===== config.mk =====
export PLATFORM = sky130hd
export DESIGN_NAME = cbus_regport
export DESIGN_NICKNAME = d
export VERILOG_FILES = /design/src/rtl/cbus_pkg.sv /design/src/rtl/cbus_sync.sv /design/src/rtl/cbus_hshake.sv /design/src/rtl/cbus_regbank.sv /design/src/rtl/cbus_regport.sv
export SDC_FILE = /design/constraint.sdc
export NUM_CORES = 1
export LEC_CHECK = 0
export BUFFER_PORTS_ARGS = -buffer_cell sky130_fd_sc_hd__buf_2
export CORE_ASPECT_RATIO = 0.6
export CORE_MARGIN = 4
export CORE_UTILIZATION = 35
export CTS_CLUSTER_DIAMETER = 80
export DETAILED_ROUTE_END_ITERATION = 16
export PLACE_DENSITY = 0.62
export RECOVER_POWER = 25
export SLEW_MARGIN = 30
export SYNTH_ARGS = -nofsm -noshare
export SYNTH_HDL_FRONTEND = slang
export SYNTH_SLANG_ARGS = --single-unit

===== constraint.sdc =====
create_clock -name clk -period 3.21 [get_ports clk]
set_input_delay 0.4815 -clock clk [delete_from_list [all_inputs] [get_ports clk]]
set_output_delay 0.4815 -clock clk [all_outputs]
set_load 0.02 [all_outputs]

===== src/rtl/cbus_pkg.sv =====
package cbus_pkg;

  typedef enum logic [1:0] {
    HS_IDLE = 2'd0,
    HS_WAIT = 2'd1,
    HS_ACT  = 2'd2
  } hs_state_t;

  localparam int unsigned PERR_BIT = 0;

  function automatic logic odd_par8(input logic [7:0] d);
    return ~(^d);
  endfunction

endpackage


===== src/rtl/cbus_sync.sv =====
module cbus_sync #(
  parameter int unsigned W      = 8,
  parameter int unsigned STAGES = 2,
  parameter logic [W-1:0] RST_VAL = '0
) (
  input  logic         clk,
  input  logic         rst_n,
  input  logic [W-1:0] d,
  output logic [W-1:0] q
);

  logic [STAGES-1:0][W-1:0] stg_q;
  logic [STAGES-1:0][W-1:0] stg_d;

  always_comb begin
    stg_d[0] = d;
    for (int i = 1; i < STAGES; i++) begin
      stg_d[i] = stg_q[i-1];
    end
  end

  always_ff @(posedge clk or negedge rst_n) begin
    if (!rst_n) begin
      for (int i = 0; i < STAGES; i++) begin
        stg_q[i] <= RST_VAL;
      end
    end else begin
      stg_q <= stg_d;
    end
  end

  assign q = stg_q[STAGES-1];

endmodule


===== src/rtl/cbus_hshake.sv =====
module cbus_hshake
  import cbus_pkg::*;
#(
  parameter int unsigned ACK_DLY = 2
) (
  input  logic clk,
  input  logic rst_n,
  input  logic ce_s_n,
  input  logic rw_s,
  output logic acc_stb,
  output logic ack_n,
  output logic rd_act
);

  localparam int unsigned CW = (ACK_DLY < 2) ? 1 : $clog2(ACK_DLY + 1);
  localparam logic [CW-1:0] CNT_LOAD = CW'(ACK_DLY - 1);

  hs_state_t st_q, st_d;
  logic [CW-1:0] cnt_q, cnt_d;
  logic          rd_q, rd_d;

  always_comb begin
    st_d    = st_q;
    cnt_d   = cnt_q;
    rd_d    = rd_q;
    acc_stb = 1'b0;
    unique case (st_q)
      HS_IDLE: begin
        if (!ce_s_n) begin
          st_d  = HS_WAIT;
          cnt_d = CNT_LOAD;
        end
      end
      HS_WAIT: begin
        if (ce_s_n) begin
          st_d = HS_IDLE;
        end else if (cnt_q == '0) begin
          st_d    = HS_ACT;
          acc_stb = 1'b1;
          rd_d    = rw_s;
        end else begin
          cnt_d = cnt_q - 1'b1;
        end
      end
      HS_ACT: begin
        if (ce_s_n) begin
          st_d = HS_IDLE;
          rd_d = 1'b0;
        end
      end
      default: st_d = HS_IDLE;
    endcase
  end

  always_ff @(posedge clk or negedge rst_n) begin
    if (!rst_n) begin
      st_q  <= HS_IDLE;
      cnt_q <= '0;
      rd_q  <= 1'b0;
    end else begin
      st_q  <= st_d;
      cnt_q <= cnt_d;
      rd_q  <= rd_d;
    end
  end

  assign ack_n  = (st_q != HS_ACT);
  assign rd_act = rd_q && (st_q == HS_ACT);

endmodule


===== src/rtl/cbus_regbank.sv =====
module cbus_regbank
  import cbus_pkg::*;
#(
  parameter int unsigned ADDR_W    = 5,
  parameter int unsigned DATA_W    = 8,
  parameter int unsigned ICR_ADDR  = 0,
  parameter int unsigned MASK_ADDR = 1
) (
  input  logic              clk,
  input  logic              rst_n,
  input  logic              acc_stb,
  input  logic              rw_s,
  input  logic [ADDR_W-1:0] addr_s,
  input  logic [DATA_W-1:0] wdata_s,
  input  logic              par_s,
  input  logic              chk_s,
  input  logic [DATA_W-1:0] irq_src,
  output logic [DATA_W-1:0] rdata_q,
  output logic [DATA_W-1:0] icr_q,
  output logic [DATA_W-1:0] mask_q,
  output logic              irq_n
);

  localparam int unsigned NREG = 1 << ADDR_W;

  logic [NREG-1:0][DATA_W-1:0] regs_q, regs_d;
  logic [DATA_W-1:0]           rdata_d;
  logic                        irq_n_d;
  logic                        par_ok;
  logic                        wr_req;
  logic                        perr_evt;
  logic [DATA_W-1:0]           perr_vec;

  assign par_ok   = ^{wdata_s, par_s};
  assign wr_req   = acc_stb && !rw_s;
  assign perr_evt = wr_req && chk_s && !par_ok;
  assign perr_vec = perr_evt ? (DATA_W'(1) << PERR_BIT) : '0;

  always_comb begin
    regs_d = regs_q;
    if (wr_req && !perr_evt) begin
      if (addr_s == ADDR_W'(ICR_ADDR)) begin
        regs_d[ICR_ADDR] = regs_q[ICR_ADDR] & ~wdata_s;
      end else begin
        regs_d[addr_s] = wdata_s;
      end
    end
    regs_d[ICR_ADDR] = regs_d[ICR_ADDR] | irq_src | perr_vec;
  end

  always_comb begin
    rdata_d = rdata_q;
    if (acc_stb && rw_s) begin
      rdata_d = regs_q[addr_s];
    end
  end

  assign irq_n_d = ~|(regs_d[ICR_ADDR] & regs_d[MASK_ADDR]);

  always_ff @(posedge clk or negedge rst_n) begin
    if (!rst_n) begin
      for (int i = 0; i < NREG; i++) begin
        regs_q[i] <= (i == MASK_ADDR) ? {DATA_W{1'b1}} : '0;
      end
      rdata_q <= '0;
      irq_n   <= 1'b1;
    end else begin
      regs_q  <= regs_d;
      rdata_q <= rdata_d;
      irq_n   <= irq_n_d;
    end
  end

  assign icr_q  = regs_q[ICR_ADDR];
  assign mask_q = regs_q[MASK_ADDR];

endmodule


===== src/rtl/cbus_regport.sv =====
module cbus_regport
  import cbus_pkg::*;
#(
  parameter int unsigned ADDR_W      = 5,
  parameter int unsigned DATA_W      = 8,
  parameter int unsigned SYNC_STAGES = 2,
  parameter int unsigned ACK_DLY     = 2
) (
  input  logic              clk,
  input  logic              rst_n,
  input  logic              ce_n,
  input  logic              rd_wr_n,
  input  logic [ADDR_W-1:0] addr,
  input  logic [DATA_W-1:0] data_in,
  input  logic              par_in,
  input  logic              par_chk_en,
  input  logic [DATA_W-1:0] irq_src,
  output logic [DATA_W-1:0] data_out,
  output logic              par_out,
  output logic              data_oe,
  output logic              ack_n,
  output logic              irq_n
);

  localparam int unsigned BW = 4 + ADDR_W + DATA_W;
  localparam logic [BW-1:0] BUS_IDLE = {1'b1, {(BW-1){1'b0}}};

  logic [BW-1:0]     bus_raw, bus_s;
  logic              ce_s_n, rw_s, chk_s, par_s;
  logic [ADDR_W-1:0] addr_s;
  logic [DATA_W-1:0] wdata_s;
  logic              acc_stb, rd_act;
  logic [DATA_W-1:0] rdata_q, icr_q, mask_q;

  assign bus_raw = {ce_n, rd_wr_n, par_chk_en, par_in, addr, data_in};

  cbus_sync #(
    .W(BW), .STAGES(SYNC_STAGES), .RST_VAL(BUS_IDLE)
  ) u_sync (
    .clk(clk), .rst_n(rst_n), .d(bus_raw), .q(bus_s)
  );

  assign {ce_s_n, rw_s, chk_s, par_s, addr_s, wdata_s} = bus_s;

  cbus_hshake #(.ACK_DLY(ACK_DLY)) u_hs (
    .clk(clk), .rst_n(rst_n), .ce_s_n(ce_s_n), .rw_s(rw_s),
    .acc_stb(acc_stb), .ack_n(ack_n), .rd_act(rd_act)
  );

  cbus_regbank #(.ADDR_W(ADDR_W), .DATA_W(DATA_W)) u_bank (
    .clk(clk), .rst_n(rst_n), .acc_stb(acc_stb), .rw_s(rw_s),
    .addr_s(addr_s), .wdata_s(wdata_s), .par_s(par_s), .chk_s(chk_s),
    .irq_src(irq_src), .rdata_q(rdata_q), .icr_q(icr_q),
    .mask_q(mask_q), .irq_n(irq_n)
  );

  assign data_out = rdata_q;
  assign par_out  = ~(^rdata_q);
  assign data_oe  = rd_act && !ack_n;

endmodule


======== After elaboration in Yosys (flattened, before gate mapping) ========
Index checks and enable logic that the tools add are counted.
storage, ports and cells
  logic and storage cells ................. 107
  bits in registers ....................... 304
  bits of input ports ..................... 27
operators by class
  equal/unequal tests ..................... 9
  add/subtract/negate cells ............... 1
  multiplexer cells ....................... 24
  bitwise logic cells ..................... 7
  magnitude comparators ................... 2
  reduce and logical (&&, ||, !) cells .... 25
operators with widths
  operator            count
  $bwmux 256          1
  $bmux 8 s5          1
  $demux 8 s5         1
  $mux 8              4
  $and 8x8->8         2
  $mux 16             1
  $or 8x8->8          2
  $mux 2              6
  $ne 2x2->1 const B  5
  $reduce_xor 9->1    1
  $logic_and 1x1->1   8
  $not 8->8           1
  $reduce_and 4->1    2
  $reduce_or 8->1     1
  $reduce_xor 8->1    1
  $mux 1              7
  $lt 5x6->1 const B  1
  $pmux 2 s3          1
  $ge 5x1->1 const B  1
  $logic_not 1->1     5
  $logic_not 5->1     1
  $logic_not 2->1     2
  $pmux 2 s2          1
  $reduce_bool 2->1   2
  other kinds (9)     10

======== Depth between registers and ports, before layout ========
Gate-level depths: netlist (run 1).
  depth after elaboration ................. 15
  gate-level depth with buffers ........... 10
  gate-level depth less buffers ........... 9

======== Hierarchy ========
Synthesis (run 1) repeated with hierarchy kept, for this count alone.
second synthesis, totals
  cells, all modules ...................... 909
  area total of the unflattened synthesis .. 13674.4 um2
by module, submodules not included
  module        instances  cells an instance  area an instance (um2)
  cbus_regbank  1          836                12455.7
  cbus_sync     1          34                 853.3
  cbus_hshake   1          31                 297.8
  cbus_regport  1          8                  67.6

======== Worst setup path before layout (run 1) ========
Ideal clock, no wire load.
  kind .................................... flip-flop to flip-flop
  from .................................... register u_sync.stg_q (netlist bit u_sync.q[2])
  to ...................................... register u_bank.regs_q[120] (netlist bit)
  period minus slack after synthesis ...... 2.687 ns
  slack ................................... 0.523 ns
  cell stages (with the launch flop) ...... 8
  arrival time ............................ 2.563 ns
  library setup time ...................... 0.125 ns
  cell sequence ........................... dfrtp_1 xor2_1 xnor3_1 mux2_2 nor2_1 nand3_2 nor2_2 mux2_2
between the ends
  cells in the longest elaborated chain, start to end .. 6
ends and longest elaborated chain
  element                         line                RTL
  start: declaration              cbus_sync.sv:12     logic [STAGES-1:0][W-1:0] stg_q;
  start signal: assignment        cbus_sync.sv:28     stg_q <= stg_d;
  $reduce_xor 9->1                cbus_regbank.sv:34  assign par_ok = ^{wdata_s, par_s};
  $logic_not 1->1                 cbus_regbank.sv:36  assign perr_evt = wr_req && chk_s && !par_ok;
  $logic_and 1x1->1               cbus_regbank.sv:36
  $logic_not 1->1                 cbus_regbank.sv:41  if (wr_req && !perr_evt) begin
  $logic_and 1x1->1               cbus_regbank.sv:41
  $reduce_and 2->1 (no line)      --
  end signal: indexed assignment  cbus_regbank.sv:63  regs_q[i] <= (i == MASK_ADDR) ? {DATA_W{1'b1}} : '0;
  end signal: assignment          cbus_regbank.sv:68  regs_q <= regs_d;
  end: declaration                cbus_regbank.sv:26  logic [NREG-1:0][DATA_W-1:0] regs_q, regs_d;
Every way passes these cells.
A chain may end at the register's enable or synchronous reset.

======== Worst setup path after layout (run 1) ========
  from .................................... register u_sync.stg_q (netlist bit u_sync.q[2])
  to ...................................... register u_bank.regs_q[132] (netlist bit)
The elaborated chain is that of the path after synthesis.

==> results of run 1 <==
## timing repair
action	CTS	global route
hold buffers	1	1
setup endpoints to repair	0	30
gates resized for setup	0	2
hold endpoints to repair	68	1
## power by group through the flow
stage / sequential [mW] / clock [mW] / combinational (mW)
after detailed placement: 4.25 / 0 / 0.893
final: 4.18 / 3.59 / 0.883
after global routing: 4.20 / 3.83 / 0.967
after global placement: 4.24 / 0 / 0.876
after floorplan: 4.23 / 0 / 0.541
after CTS: 4.18 / 3.66 / 0.895
## cell usage in the layout (no fill, tap or decap), types with 5 or more instances in the layout
cell type  count
a21o_1         7
a21oi_1        8
a22oi_1       25
buf_2         36
buf_4         34
clkbuf_1       6
clkbuf_16     29
clkbuf_8       6
clkinv_2       5
dfrtp_1      291
dfstp_2       11
mux2_1         6
mux2_2       249
mux4_2        64
nand2_1       21
nand2_2        7
nand3_1       15
nor2_1        11
nor2_2        17
nor2b_1        7
nor3_1         5
o21ai_0        8
xnor2_1        9
## final cells by class
| class | instances | area (µm²) |
|---|---|---|
| Fill cell | 3470 | 22300 |
| Timing Repair Buffer | 79 | 552 |
| Multi-Input combinational cell | 499 | 5510 |
| Inverter | 4 | 15.0 |
| Antenna cell | 1 | 2.50 |
| Tap cell | 513 | 642 |
| Sequential cell | 304 | 7630 |
| Clock inverter | 11 | 161 |
| Clock buffer | 40 | 827 |
## metrics by stage
stage	instance area [µm²]	cells
after detailed placement	14300	1397
after global routing	15300	1450
after floorplan	13300	862
final	15300	1451
after CTS	15300	1449
after global placement	14300	1397
## routing by layer
metal  GRT usage [%]  vias up
met2            21.8      214
met1            25.7     4205
li1                -     3312
met5               0        -
met3            4.61       29
met4            2.51        0
## path summary, 6_finish.rpt
path / from / to / cells after the start
worst min-delay path: par_in / u_sync.stg_d[30]$_DFF_PN0_ / 1
worst min register to register: u_sync.stg_d[29]$_DFF_PN0_ / u_sync.q[12]$_DFF_PN0_ / 0
worst max-delay path: u_sync.q[2]$_DFF_PN0_ / u_bank.regs_q[132]$_DFFE_PN0P_ / 7
min in group asynchronous: rst_n / u_bank.regs_q[135]$_DFFE_PN0P_ / 2
max in group asynchronous: rst_n / u_bank.regs_q[127]$_DFFE_PN0P_ / 3
worst max register to register: u_sync.q[2]$_DFF_PN0_ / u_bank.regs_q[132]$_DFFE_PN0P_ / 7
## registers in the layout (all words and copies together), names as in the netlist, 2 cells and up
name,cells
u_hs.st_q,2
u_bank.mask_q,8
u_bank.regs_q,240
u_bank.rdata_q,8
u_bank.icr_q,8
u_sync.stg_d,17
u_sync.q,17
u_hs.cnt_q,2
## cells by family (layout without fill, tap and decap cells)
family,count (synthesis),after routing,share of synthesized area [%]
compound gates,58,58,3.07
fa+ha+maj,1,1,0.0937
simple gates,106,106,4.45
buf+inv,59,134,1.67
flops,304,304,57.1
other cells,0,1,0
mux,322,322,32.6
xor+xnor,12,12,0.994
==> flow_metrics.tcl, run 1 <==
set metrics [dict create \
    synth_area_leader_cell "dfrtp_1" \
    globalRouteOverflowTotal 0 \
    clkSinkCount 304 \
    synth_cells 862 \
    slew_headroom_pct -34.9 \
    p_per_area_nw_per_um2 564 \
    wl_met2_mm 13.6 \
    root_buffer "clkbuf_16" \
    synth_flop_cell "dfrtp_1" \
    synth_warnings 0 \
    synth.most_common_cell "dfrtp_1" \
    setup_ws_ns 0.0752 \
    syn_area_um2 13300 \
    cp-end-kind "register" \
    slew_viol_final 77 \
    pwr-share-comb_pct 10.2 \
    start_util_pct 35.5 \
    fp-row-count 55 \
    grt_setup_unrepaired "yes" \
    power_frac_seq_pct 48.3 \
    crit_required_ns 3.65 \
    total_power_mw 8.65 \
    r2r_setup_slack_ns 0.08 \
    drtIter0Drc 564 \
    die_w_um 260 \
    wl_met3_mm 2.57 \
    tritoncts "yes" \
    area.growth.synth_to_final_pct 14.9 \
    portBuffers 38 \
    num_vias 7760 \
    drtAntennaViolNets 0 \
    dr.max_layer_used "met4" \
    hp-class "in2reg" \
    path_clk_slew_ns 0.06 \
    yosysSeqAreaShare_pct 57.1 \
    viasPerCell 5.35 \
    tightest_slew_ns 2.02 \
    wl_per_cell_um 22.9 \
    violations "capacitance limit, slew limit" \
    status "finished, violations left" \
    synth-edff-count 0 \
    dieHeight_um 159 \
    clk_latency_ns 0.56 \
    die_area_um2 41400 \
    yosys-top-cells-count "dfrtp_1 (293), mux2_2 (249), mux4_2 (64)" \
    power.internal_mw 6.55 \
    antenna_found_initial 0 \
    cts.htree.levels 1 \
    wl_mm 33.2 \
    drive_above_1_share_pct 51.4 \
    cp_num_buf_inv 0 \
    path_cells "xor2_1, xnor3_1, mux2_2, nor2_1, nand3_2, nor2_2, mux2_2" \
    hold_slack_ns 0.0267 \
    grt_max_degree 78 \
    critPathKind "reg2reg" \
    max_stage_delay_ns 0.57 \
    synth_seq_cells 304 \
    swShare_pct 24.3 \
    drc_errors 0 \
    final_util_pct 40.8 \
    cts_made_buffers 28 \
    dp_hpwl_mm 21.9 \
    avgSynthCellArea_um2 15.5 \
    path_max_fanout 8 \
    hold_viol_final 0 \
    pwr-share-clk_pct 41.5 \
    firstDrtPassIters 5 \
    finalCritPeriodShare_pct 97.7 \
    setup_viol 0 \
    grt_pass1_vias 7906 \
    grt_usage_pct 16.1 \
    final.setup.tns_ns 0 \
    synth_cell_type_count 45 \
    wl_met1_mm 16.6 \
    nets 944 \
    synth_area_leaders "dfrtp_1 (55%), mux2_2 (21%), mux4_2 (11%)" \
    crit_arrival_ns 3.58 \
    cp-start-kind "register" \
    p_leak_nw 7.09 \
    ir_drop_mv 0.306 \
    grt_pass1_wl_mm 51.1 \
    pre_cts_ws_ns 0.112 \
    worst_path_most_repeated_cell "mux2_2" \
    core_um2 37600 \
    finClkSkew_ns 0.0256 \
    crit_family "simple AND/OR/NAND/NOR gates" \
    cp_slowest_cell "nor2_2" \
    fmax_mhz 319 \
    min_period_ns 3.13 \
    cts_setup_buffers 0 \
    routabilityCongestion 0.804 \
    synthArstFlopShare_pct 100 \
    cap_violations 1 \
    ioPinCount 39 \
    power_switching_mw 2.11 \
    synth_top_area_share_pct 54.9 \
    syn-num-nets 890 \
    clock_path_buffers 3 \
]
(Power assumes the default switching activity.)
==> run 2: changes to the inputs <==
Settings changed: CORE_MARGIN 4 to default.
==> run 2 against run 1 <==
The run still ends with capacitance limit, slew limit left. Clock skew shrank 0.011 ns. Global-route usage grew 1.7 points. Highest routed layer unchanged. Hold slack lost 0.0024 ns. Cell count decreased by 0.28%. Cell area rose by 0.34%. First-iteration DRC count increased by 9.2%. Count of clock-buffer cells in the layout shrank 2. Sequential share of layout area shrank 0.17 points. Sequential power is essentially flat. Power grew 0.48%.
==> flow_metrics.tcl, run 2 (synthesis gave the netlist of run 1 again) <==
set metrics [dict create \
    root_buffer "clkbuf_16" \
    top_register "u_bank.regs_q" \
    clkSinkCount 304 \
    viasPerCell 5.29 \
    start_util_pct 36.1 \
    path_cells "xor2_1, xnor3_1, mux2_2, nor2_1, nand3_2, nor2_2, mux2_2" \
    critPathKind "reg2reg" \
    core_um2 37000 \
    ctsResizeCount 0 \
    ioPinCount 39 \
    cts_made_buffers 28 \
    grt_pass1_vias 7856 \
    ir_drop_mv 0.402 \
    tightest_slew_ns 1.70 \
    grt_max_degree 74 \
    crit_path_end "u_bank.regs_q[29]$_DFFE_PN0P_" \
    r2r_cells 7 \
    globalRouteOverflowTotal 0 \
    portBuffers 38 \
    tritoncts "yes" \
    area.growth.synth_to_final_pct 15.3 \
    clk_latency_ns 0.56 \
    wl_mm 33.3 \
    drc_errors 0 \
    cts_setup_buffers 0 \
    routabilityCongestion 0.857 \
    cp-start-kind "register" \
    drive_above_1_share_pct 52.0 \
    hp-class "in2reg" \
    drtIter0Drc 616 \
    cp-end-kind "register" \
    die_area_um2 38900 \
    r2r-end "u_bank.regs_q[29]$_DFFE_PN0P_" \
    firstDrtPassIters 4 \
    fmax_mhz 320 \
    drtAntennaViolNets 0 \
    grt_usage_pct 17.7 \
    largest_reg_flops 240 \
    final.setup.tns_ns 0 \
    violations "capacitance limit, slew limit" \
    min_period_ns 3.13 \
    mostFrequentLayoutCell "dfrtp_1" \
    p_leak_nw 7.15 \
    grt_setup_unrepaired "yes" \
    crit_arrival_ns 3.57 \
    r2r_setup_slack_ns 0.08 \
    path_clk_slew_ns 0.07 \
    hold_viol_final 0 \
    cts.htree.levels 1 \
    setup_viol 0 \
    status "finished, violations left" \
    antenna_found_initial 0 \
    clock_path_buffers 3 \
    cp_slowest_cell "nor2_2" \
    slew_viol_final 58 \
    final_cell_mix "dfrtp_1 (291), mux2_2 (249), mux4_2 (64)" \
    p_per_area_nw_per_um2 565 \
    finalCritPeriodShare_pct 97.4 \
    crit_path_start "u_sync.q[2]$_DFF_PN0_" \
    nets 950 \
    finClkSkew_ns 0.0149 \
    dieHeight_um 153 \
    fp-row-count 54 \
    slew_headroom_pct -13.6 \
    wl_per_cell_um 23.0 \
    dp_hpwl_mm 22.0 \
    die_w_um 254 \
    num_vias 7652 \
    grt_pass1_wl_mm 51.7 \
    num_antenna_cells 0 \
    max_stage_delay_ns 0.55 \
    final_util_pct 41.6 \
    worst_path_most_repeated_cell "mux2_2" \
    min_from "addr[1]" \
    r2r_start "u_sync.q[2]$_DFF_PN0_" \
    path_max_fanout 8 \
    crit_required_ns 3.65 \
    cap_violations 1 \
]
## run 2: how the worst min path moves through the flow
| stage | endpoint | depth (start not counted) |
|---|---|---|
| finish | u_sync.stg_d[26]$_DFF_PN0_ | 1 |
| global route | u_sync.stg_d[26]$_DFF_PN0_ | 1 |
| CTS | u_sync.stg_d[26]$_DFF_PN0_ | 1 |
| detailed placement | u_sync.q[14]$_DFF_PN0_ | 0 |
| global placement | u_sync.q[8]$_DFF_PN0_ | 0 |
| floorplan | u_bank.icr_q[0]$_DFF_PN0_ | 0 |
## run 2: worst max-delay path, delay by kind of cell, from the launching register on
family	cells	cell delay, ns
AND/OR/NAND/NOR	3	1.18
flip-flops	1	0.40
multiplexers	2	0.82
XOR/XNOR	2	0.62
## run 2: repair_timing
item / in CTS / in global routing
hold buffers: 1 / 0
hold endpoints to repair: 50 / 0
endpoints found under the setup margin: 0 / 18
## run 2: where the power goes
part / leakage (nW) / switching [mW] / internal, mW
registers: 4.07 / 0.143 / 4.04
clock network: 0.500 / 1.47 / 2.16
logic: 2.58 / 0.482 / 0.394
total: 7.15 / 2.10 / 6.60
## run 2: final cells by class
type / instances / area, µm²
Fill cell: 3384 / 21600
Sequential cell: 304 / 7630
Multi-Input combinational cell: 499 / 5500
Clock buffer: 38 / 810
Tap cell: 504 / 631
Timing Repair Buffer: 85 / 617
Clock inverter: 13 / 190
Inverter: 4 / 15.0
## run 2: stage by stage
| step | instance area, µm² | hold slack [ns] | setup WS, ns | total power [mW] | cells |
|---|---|---|---|---|---|
| detailed placement | 14400 | 0.337 | 0.190 | 5.14 | 1395 |
| floorplan | 13300 | 0.186 | 0.523 | 4.77 | 862 |
| global route | 15400 | 0.00322 | -0.0278 | 9.07 | 1447 |
| global placement | 14400 | 0.332 | 0.236 | 5.12 | 1395 |
| CTS | 15400 | 0.00374 | 0.177 | 8.80 | 1447 |
| finish | 15400 | 0.0243 | 0.0826 | 8.69 | 1447 |
## run 2: layer usage
metal,vias to the layer above,routed length [µm],track usage (%)
met5,-,0,0
met3,34,2100,5.11
met1,4143,17700,29.2
met4,0,476,2.93
li1,3309,-,-
met2,166,13100,22.7
